### src/rtl/pwm8_pkg.sv
package pwm8_pkg;

   typedef enum logic {
      OUT_COMB = 1'b0,
      OUT_FLOP = 1'b1
   } out_mode_e;

   localparam int unsigned DEF_DATA_W     = 32;
   localparam int unsigned DEF_CNT_W      = 8;
   localparam int unsigned DEF_PRE_W      = 8;
   localparam int unsigned DEF_EN_POS     = 31;
   localparam int unsigned DEF_LVL_POS    = 30;
   localparam int unsigned DEF_RELOAD_LSB = 8;
   localparam int unsigned DEF_DUTY_LSB   = 0;

   function automatic bit fields_disjoint(int unsigned a_lsb, int unsigned a_w,
                                          int unsigned b_lsb, int unsigned b_w);
      return (a_lsb + a_w <= b_lsb) || (b_lsb + b_w <= a_lsb);
   endfunction

endpackage

### src/rtl/pwm8_cfg_reg.sv
module pwm8_cfg_reg #(
   parameter int unsigned DATA_W     = 32,
   parameter int unsigned PRE_W      = 8,
   parameter int unsigned CNT_W      = 8,
   parameter int unsigned RELOAD_LSB = 8,
   parameter int unsigned DUTY_LSB   = 0
) (
   input  logic              clk,
   input  logic              rst_n,
   input  logic              we,
   input  logic [DATA_W-1:0] wdata,
   output logic [DATA_W-1:0] cfg_q,
   output logic [PRE_W-1:0]  nxt_reload,
   output logic [CNT_W-1:0]  nxt_duty
);

   logic [DATA_W-1:0] cfg_nxt;

   always_comb begin
      cfg_nxt = we ? wdata : cfg_q;
   end

   always_ff @(posedge clk) begin
      if (!rst_n) begin
         cfg_q <= '0;
      end else begin
         cfg_q <= cfg_nxt;
      end
   end

   assign nxt_reload = cfg_nxt[RELOAD_LSB +: PRE_W];
   assign nxt_duty   = cfg_nxt[DUTY_LSB +: CNT_W];

endmodule

### src/rtl/pwm8_prescale.sv
module pwm8_prescale #(
   parameter int unsigned PRE_W = 8
) (
   input  logic             clk,
   input  logic             rst_n,
   input  logic             run,
   input  logic [PRE_W-1:0] reload,
   output logic             tick
);

   localparam logic [PRE_W-1:0] PRE_ONE = PRE_W'(1);

   logic [PRE_W-1:0] pre_q;
   logic [PRE_W-1:0] terminal;

   // reload of zero wraps to all-ones, giving the full 2**PRE_W divide
   assign terminal = reload - PRE_ONE;
   assign tick     = run && (pre_q == terminal);

   always_ff @(posedge clk) begin
      if (!rst_n) begin
         pre_q <= '0;
      end else if (!run || tick) begin
         pre_q <= '0;
      end else begin
         pre_q <= pre_q + PRE_ONE;
      end
   end

endmodule

### src/rtl/pwm8_period_cnt.sv
module pwm8_period_cnt #(
   parameter int unsigned CNT_W = 8
) (
   input  logic             clk,
   input  logic             rst_n,
   input  logic             run,
   input  logic             tick,
   input  logic [CNT_W-1:0] duty,
   output logic [CNT_W-1:0] cnt_q,
   output logic             wrap,
   output logic             cmp_hi
);

   localparam logic [CNT_W-1:0] CNT_MAX = '1;
   localparam logic [CNT_W-1:0] CNT_ONE = CNT_W'(1);

   assign wrap   = tick && (cnt_q == CNT_MAX);
   assign cmp_hi = (cnt_q >= duty);

   always_ff @(posedge clk) begin
      if (!rst_n) begin
         cnt_q <= '0;
      end else if (!run) begin
         cnt_q <= '0;
      end else if (tick) begin
         cnt_q <= cnt_q + CNT_ONE;
      end
   end

endmodule

### src/rtl/pwm8_unit.sv
module pwm8_unit
   import pwm8_pkg::*;
#(
   parameter int unsigned DATA_W     = DEF_DATA_W,
   parameter int unsigned CNT_W      = DEF_CNT_W,
   parameter int unsigned PRE_W      = DEF_PRE_W,
   parameter int unsigned EN_POS     = DEF_EN_POS,
   parameter int unsigned LVL_POS    = DEF_LVL_POS,
   parameter int unsigned RELOAD_LSB = DEF_RELOAD_LSB,
   parameter int unsigned DUTY_LSB   = DEF_DUTY_LSB,
   parameter out_mode_e   OUT_MODE   = OUT_COMB
) (
   input  logic              clk,
   input  logic              rst_n,
   input  logic              cfg_we,
   input  logic [31:0]       cfg_wdata,
   output logic [31:0]       cfg_rdata,
   output logic              pwm_out
);

   localparam int unsigned RELOAD_MSB = RELOAD_LSB + PRE_W - 1;
   localparam int unsigned DUTY_MSB   = DUTY_LSB + CNT_W - 1;

   // elaboration-time parameter checks
   if (DATA_W != 32) begin : g_bad_data_w
      $error("pwm8_unit: DATA_W must match the 32-bit port");
   end
   if (CNT_W < 2 || PRE_W < 1) begin : g_bad_widths
      $error("pwm8_unit: counter or prescaler width too small");
   end
   if (EN_POS >= DATA_W || LVL_POS >= DATA_W || EN_POS == LVL_POS) begin : g_bad_ctl
      $error("pwm8_unit: control bit positions invalid");
   end
   if (RELOAD_MSB >= DATA_W || DUTY_MSB >= DATA_W) begin : g_bad_fields
      $error("pwm8_unit: field exceeds register width");
   end
   if (!fields_disjoint(RELOAD_LSB, PRE_W, DUTY_LSB, CNT_W) ||
       !fields_disjoint(RELOAD_LSB, PRE_W, EN_POS, 1) ||
       !fields_disjoint(RELOAD_LSB, PRE_W, LVL_POS, 1) ||
       !fields_disjoint(DUTY_LSB, CNT_W, EN_POS, 1) ||
       !fields_disjoint(DUTY_LSB, CNT_W, LVL_POS, 1)) begin : g_bad_overlap
      $error("pwm8_unit: register fields overlap");
   end

   logic [DATA_W-1:0] cfg_q;
   logic [PRE_W-1:0]  nxt_reload;
   logic [CNT_W-1:0]  nxt_duty;
   logic [PRE_W-1:0]  act_reload;
   logic [CNT_W-1:0]  act_duty;
   logic [CNT_W-1:0]  cnt_q;
   logic              run;
   logic              idle_lvl;
   logic              tick;
   logic              wrap;
   logic              cmp_hi;
   logic              out_nxt;

   pwm8_cfg_reg #(
      .DATA_W     (DATA_W),
      .PRE_W      (PRE_W),
      .CNT_W      (CNT_W),
      .RELOAD_LSB (RELOAD_LSB),
      .DUTY_LSB   (DUTY_LSB)
   ) u_cfg (
      .clk        (clk),
      .rst_n      (rst_n),
      .we         (cfg_we),
      .wdata      (cfg_wdata),
      .cfg_q      (cfg_q),
      .nxt_reload (nxt_reload),
      .nxt_duty   (nxt_duty)
   );

   assign cfg_rdata = cfg_q;
   assign run       = cfg_q[EN_POS];
   assign idle_lvl  = cfg_q[LVL_POS];

   // active copies: follow the register while stopped, reload at each wrap
   always_ff @(posedge clk) begin
      if (!rst_n) begin
         act_reload <= '0;
         act_duty   <= '0;
      end else if (!run) begin
         act_reload <= nxt_reload;
         act_duty   <= nxt_duty;
      end else if (wrap) begin
         act_reload <= cfg_q[RELOAD_LSB +: PRE_W];
         act_duty   <= cfg_q[DUTY_LSB +: CNT_W];
      end
   end

   pwm8_prescale #(
      .PRE_W  (PRE_W)
   ) u_pre (
      .clk    (clk),
      .rst_n  (rst_n),
      .run    (run),
      .reload (act_reload),
      .tick   (tick)
   );

   pwm8_period_cnt #(
      .CNT_W  (CNT_W)
   ) u_cnt (
      .clk    (clk),
      .rst_n  (rst_n),
      .run    (run),
      .tick   (tick),
      .duty   (act_duty),
      .cnt_q  (cnt_q),
      .wrap   (wrap),
      .cmp_hi (cmp_hi)
   );

   assign out_nxt = run ? cmp_hi : idle_lvl;

   if (OUT_MODE == OUT_FLOP) begin : g_out_flop
      logic out_q;
      always_ff @(posedge clk) begin
         if (!rst_n) begin
            out_q <= 1'b0;
         end else begin
            out_q <= out_nxt;
         end
      end
      assign pwm_out = out_q;
   end else begin : g_out_comb
      assign pwm_out = out_nxt;
   end

endmodule

### config.mk
export PLATFORM = sky130hd
export DESIGN_NAME = pwm8_unit
export DESIGN_NICKNAME = d
export VERILOG_FILES = /design/src/rtl/pwm8_pkg.sv /design/src/rtl/pwm8_cfg_reg.sv /design/src/rtl/pwm8_prescale.sv /design/src/rtl/pwm8_period_cnt.sv /design/src/rtl/pwm8_unit.sv
export SDC_FILE = /design/constraint.sdc
export NUM_CORES = 1
export LEC_CHECK = 0
export BUFFER_PORTS_ARGS = -buffer_cell sky130_fd_sc_hd__buf_2
export CORE_ASPECT_RATIO = 1.4
export CORE_MARGIN = 3
export CORE_UTILIZATION = 50
export CTS_CLUSTER_DIAMETER = 150
export DETAILED_ROUTE_END_ITERATION = 6
export GPL_TIMING_DRIVEN = 0
export PLACE_DENSITY_LB_ADDON = 0.25
export SLEW_MARGIN = 20
export SYNTH_ARGS = -nofsm -noshare
export SYNTH_HDL_FRONTEND = slang
export SYNTH_SLANG_ARGS = --single-unit
### constraint.sdc
create_clock -name clk -period 2.55 [get_ports clk]
set_clock_uncertainty 0.1 [all_clocks]
set_input_delay 0.51 -clock clk [delete_from_list [all_inputs] [get_ports clk]]
set_output_delay 0.51 -clock clk [all_outputs]
set_load 0.01 [all_outputs]
==> results.toml <==
[outcome]
status = "finished, violations left"
violations = "negative setup slack"

[worst_setup_path]
reg2reg_to = "act_duty[3]"
worst-r2r-cell-count = 10
timing.rr.start = "act_reload[0]"
worstPathArrival_ns = 2.12
start_kind = "flip-flop"
cp.required_ns = 1.94
crit_type = "reg -> out"
worst-path-max-fanout = 2
critical_path.endpoint_type = "primary output"
r2r_slack_ns = 0.12

[placed_design]
routabilityCongestion = 0.862
post-place-ws_ns = -0.228
dp.final_hpwl_um = 5050
placed_cells = 444
io_buffer_count = 66

[clock_tree]
numCtsBuffers = 9
cts_tree = "yes"
holdBufCountCts = 0
cts_max_level = 3
insertion_delay_ns = 0.34
cts_sinks = 64
root_buffer = "clkbuf_8"
clk_pin_slew_ns = 0.07
cts_buffer_depth = 2

[final_layout]
syn2layout_area_growth_pct = 22.7
nets = 436
fin_util_pct = 63.4
instances_no_fill = 464
drive_gt1_share_pct = 28.7
num_antenna_cells = 0

[sta]
whs_ns = 0.329
finalSetupTns_ns = -0.182
period_needed_ns = 2.73
period_share_pct = 107
hold_viol_final = 0
fmax_mhz = 366
finalSetupViolations = 1
slew_headroom_pct = 51.7
fin_ws_ns = -0.182
drv_slew = 0
grt_setup_unrepaired = "true"
tightest_slew_ns = 0.725

[yosys]
yosysTopAreaCellShare_pct = 42.0
ys_seq_area_share_pct = 42.0
synthFlopType = "dfxtp_1"
synth_edf_count = 0
synth_fp_nets = 354
synthCells = 308
ys_ff_latch = 64
syn_avg_cell_area_um2 = 9.91
synth_top_area_cell = "dfxtp_1"
yosysWarnings = 0
synth_area_um2 = 3050
async_reset_ff_share_pct = 0
yosys.cell_count.top_type = "dfxtp_1"
synth_commonest_cells = "dfxtp_1, mux2i_1, nor2b_1, a221o_1, and2_1"
synth.distinct_cells = 44
ys_top_cells_by_area = "dfxtp_1, mux2i_1, nor2b_1"

[global_routing]
grtUsageTotal_pct = 20.1
grt_pass1_vias = 2548
antenna_found_initial = 0
overflow = 0
grt_pass1_wl_um = 11400
grt_max_degree = 12

[routing]
wire_per_inst_um = 14.6
drt-total-wl_um = 6800
vias = 2526
drc = 0
via_per_inst = 5.44
ant_nets = 0
dr.pass1.iters = 4
drt_iter0_markers = 106

[power_and_ir_drop]
power_leakage_uw = 0.00160
power_density_nw_per_um2 = 572
max-vdd-ir-drop_mv = 0.390

[floorplanning]
rows = 33
core-area_um2 = 5900
die_area_um2 = 7090
die_x_um = 72.0
die_h_um = 98.5
initial_utilization_pct = 51.7
io_pins = 68

[min_path]
min_path_type = "in -> reg"
hold_end = "u_cfg.cfg_q[19]"
holdPathStages = 3
hold_start = "cfg_wdata[19]"

[run]
cap_viol_max_count = 0
-- flip-flops by register name, summed over array words and instances, names as in the netlist --
name / cells
act_duty: 8
u_cfg.cfg_q: 32
u_cnt.cnt_q: 8
act_reload: 8
u_pre.pre_q: 8
-- worst max-delay path, cell delays in order (launching register included) --
cell,delay [ns]
dfxtp_4,0.36
inv_4,0.04
ha_4,0.22
nand2b_4,0.12
a21o_1,0.17
a21o_1,0.16
a21o_1,0.16
a2111oi_2,0.29
o21ai_1,0.12
buf_2,0.15
-- per-layer routing --
metal / up-vias / global-route usage (%) / wire (µm)
met5: - / 0 / 0
met4: 0 / 9.99 / 181
met3: 14 / 3.78 / 279
met2: 65 / 34.3 / 3390
met1: 1181 / 23.7 / 2940
li1: 1266 / - / -
-- where the power goes --
part / total (µW) / internal (µW) / switching, µW / leakage, µW
clock: 733 / 341 / 392 / 0.0000769
combinational: 322 / 154 / 168 / 0.000993
sequential: 1090 / 1050 / 40.4 / 0.000527
total: 2140 / 1540 / 601 / 0.00160
-- logic make-up after synthesis --
family          count (synthesis)  synth area share, %
simple gates                  100                 19.3
flops                          64                 42.0
compound gates                 51                 14.1
mux                            34                 11.1
buf+inv                        32                 4.47
xor+xnor                       16                 4.59
fa+ha+maj                      11                 4.51
-- stage by stage --
stage	power [µW]	area (µm²)
floorplan	1310	3050
global placement	1410	3470
detailed placement	1410	3470
CTS	2140	3690
global route	2240	3750
finish	2140	3750
-- layout make-up --
type	instances	area, µm²
sequential	64	1290
buffer	19	91.3
fill	513	2160
multi-input combinational	212	1700
inverter	13	51.3
tap	70	87.6
clock buffer	9	124
clock inverter	6	37.5
timing repair buffer	71	368
-- worst max path at each step --
stage	from	end	slack (ns)	cells after the start
final	u_cnt.cnt_q[0]	pwm_out	-0.18	9
after global placement	u_cnt.cnt_q[0]	pwm_out	-0.24	9
after detailed placement	u_cnt.cnt_q[0]	pwm_out	-0.23	9
after global routing	u_cnt.cnt_q[0]	pwm_out	-0.30	9
after CTS	u_cnt.cnt_q[0]	pwm_out	-0.20	9
after floorplan	u_cnt.cnt_q[0]	pwm_out	0.09	8
-- placed cells by master (no fill, tap or decap), types with 5 or more instances in the layout --
cell      instances
nor2b_1          33
nand3_1          12
a221o_1          16
nor3_1            8
or4_1             5
ha_1             10
xnor2_1           9
dfxtp_1          61
nand2_1           6
o31ai_1           5
xor2_1            7
and2_1           16
clkbuf_8          9
buf_4             7
inv_1            12
nor2_1            5
buf_2            70
a21oi_1           8
clkbuf_1         12
mux2i_1          34
-- what timing repair did --
action / CTS / global route
pin swaps: 8 / 3
setup buffers: 3 / 2
gates resized for setup: 10 / 13
endpoints found under the setup margin: 20 / 22
Note: power is estimated with default switching activity, not from simulation.
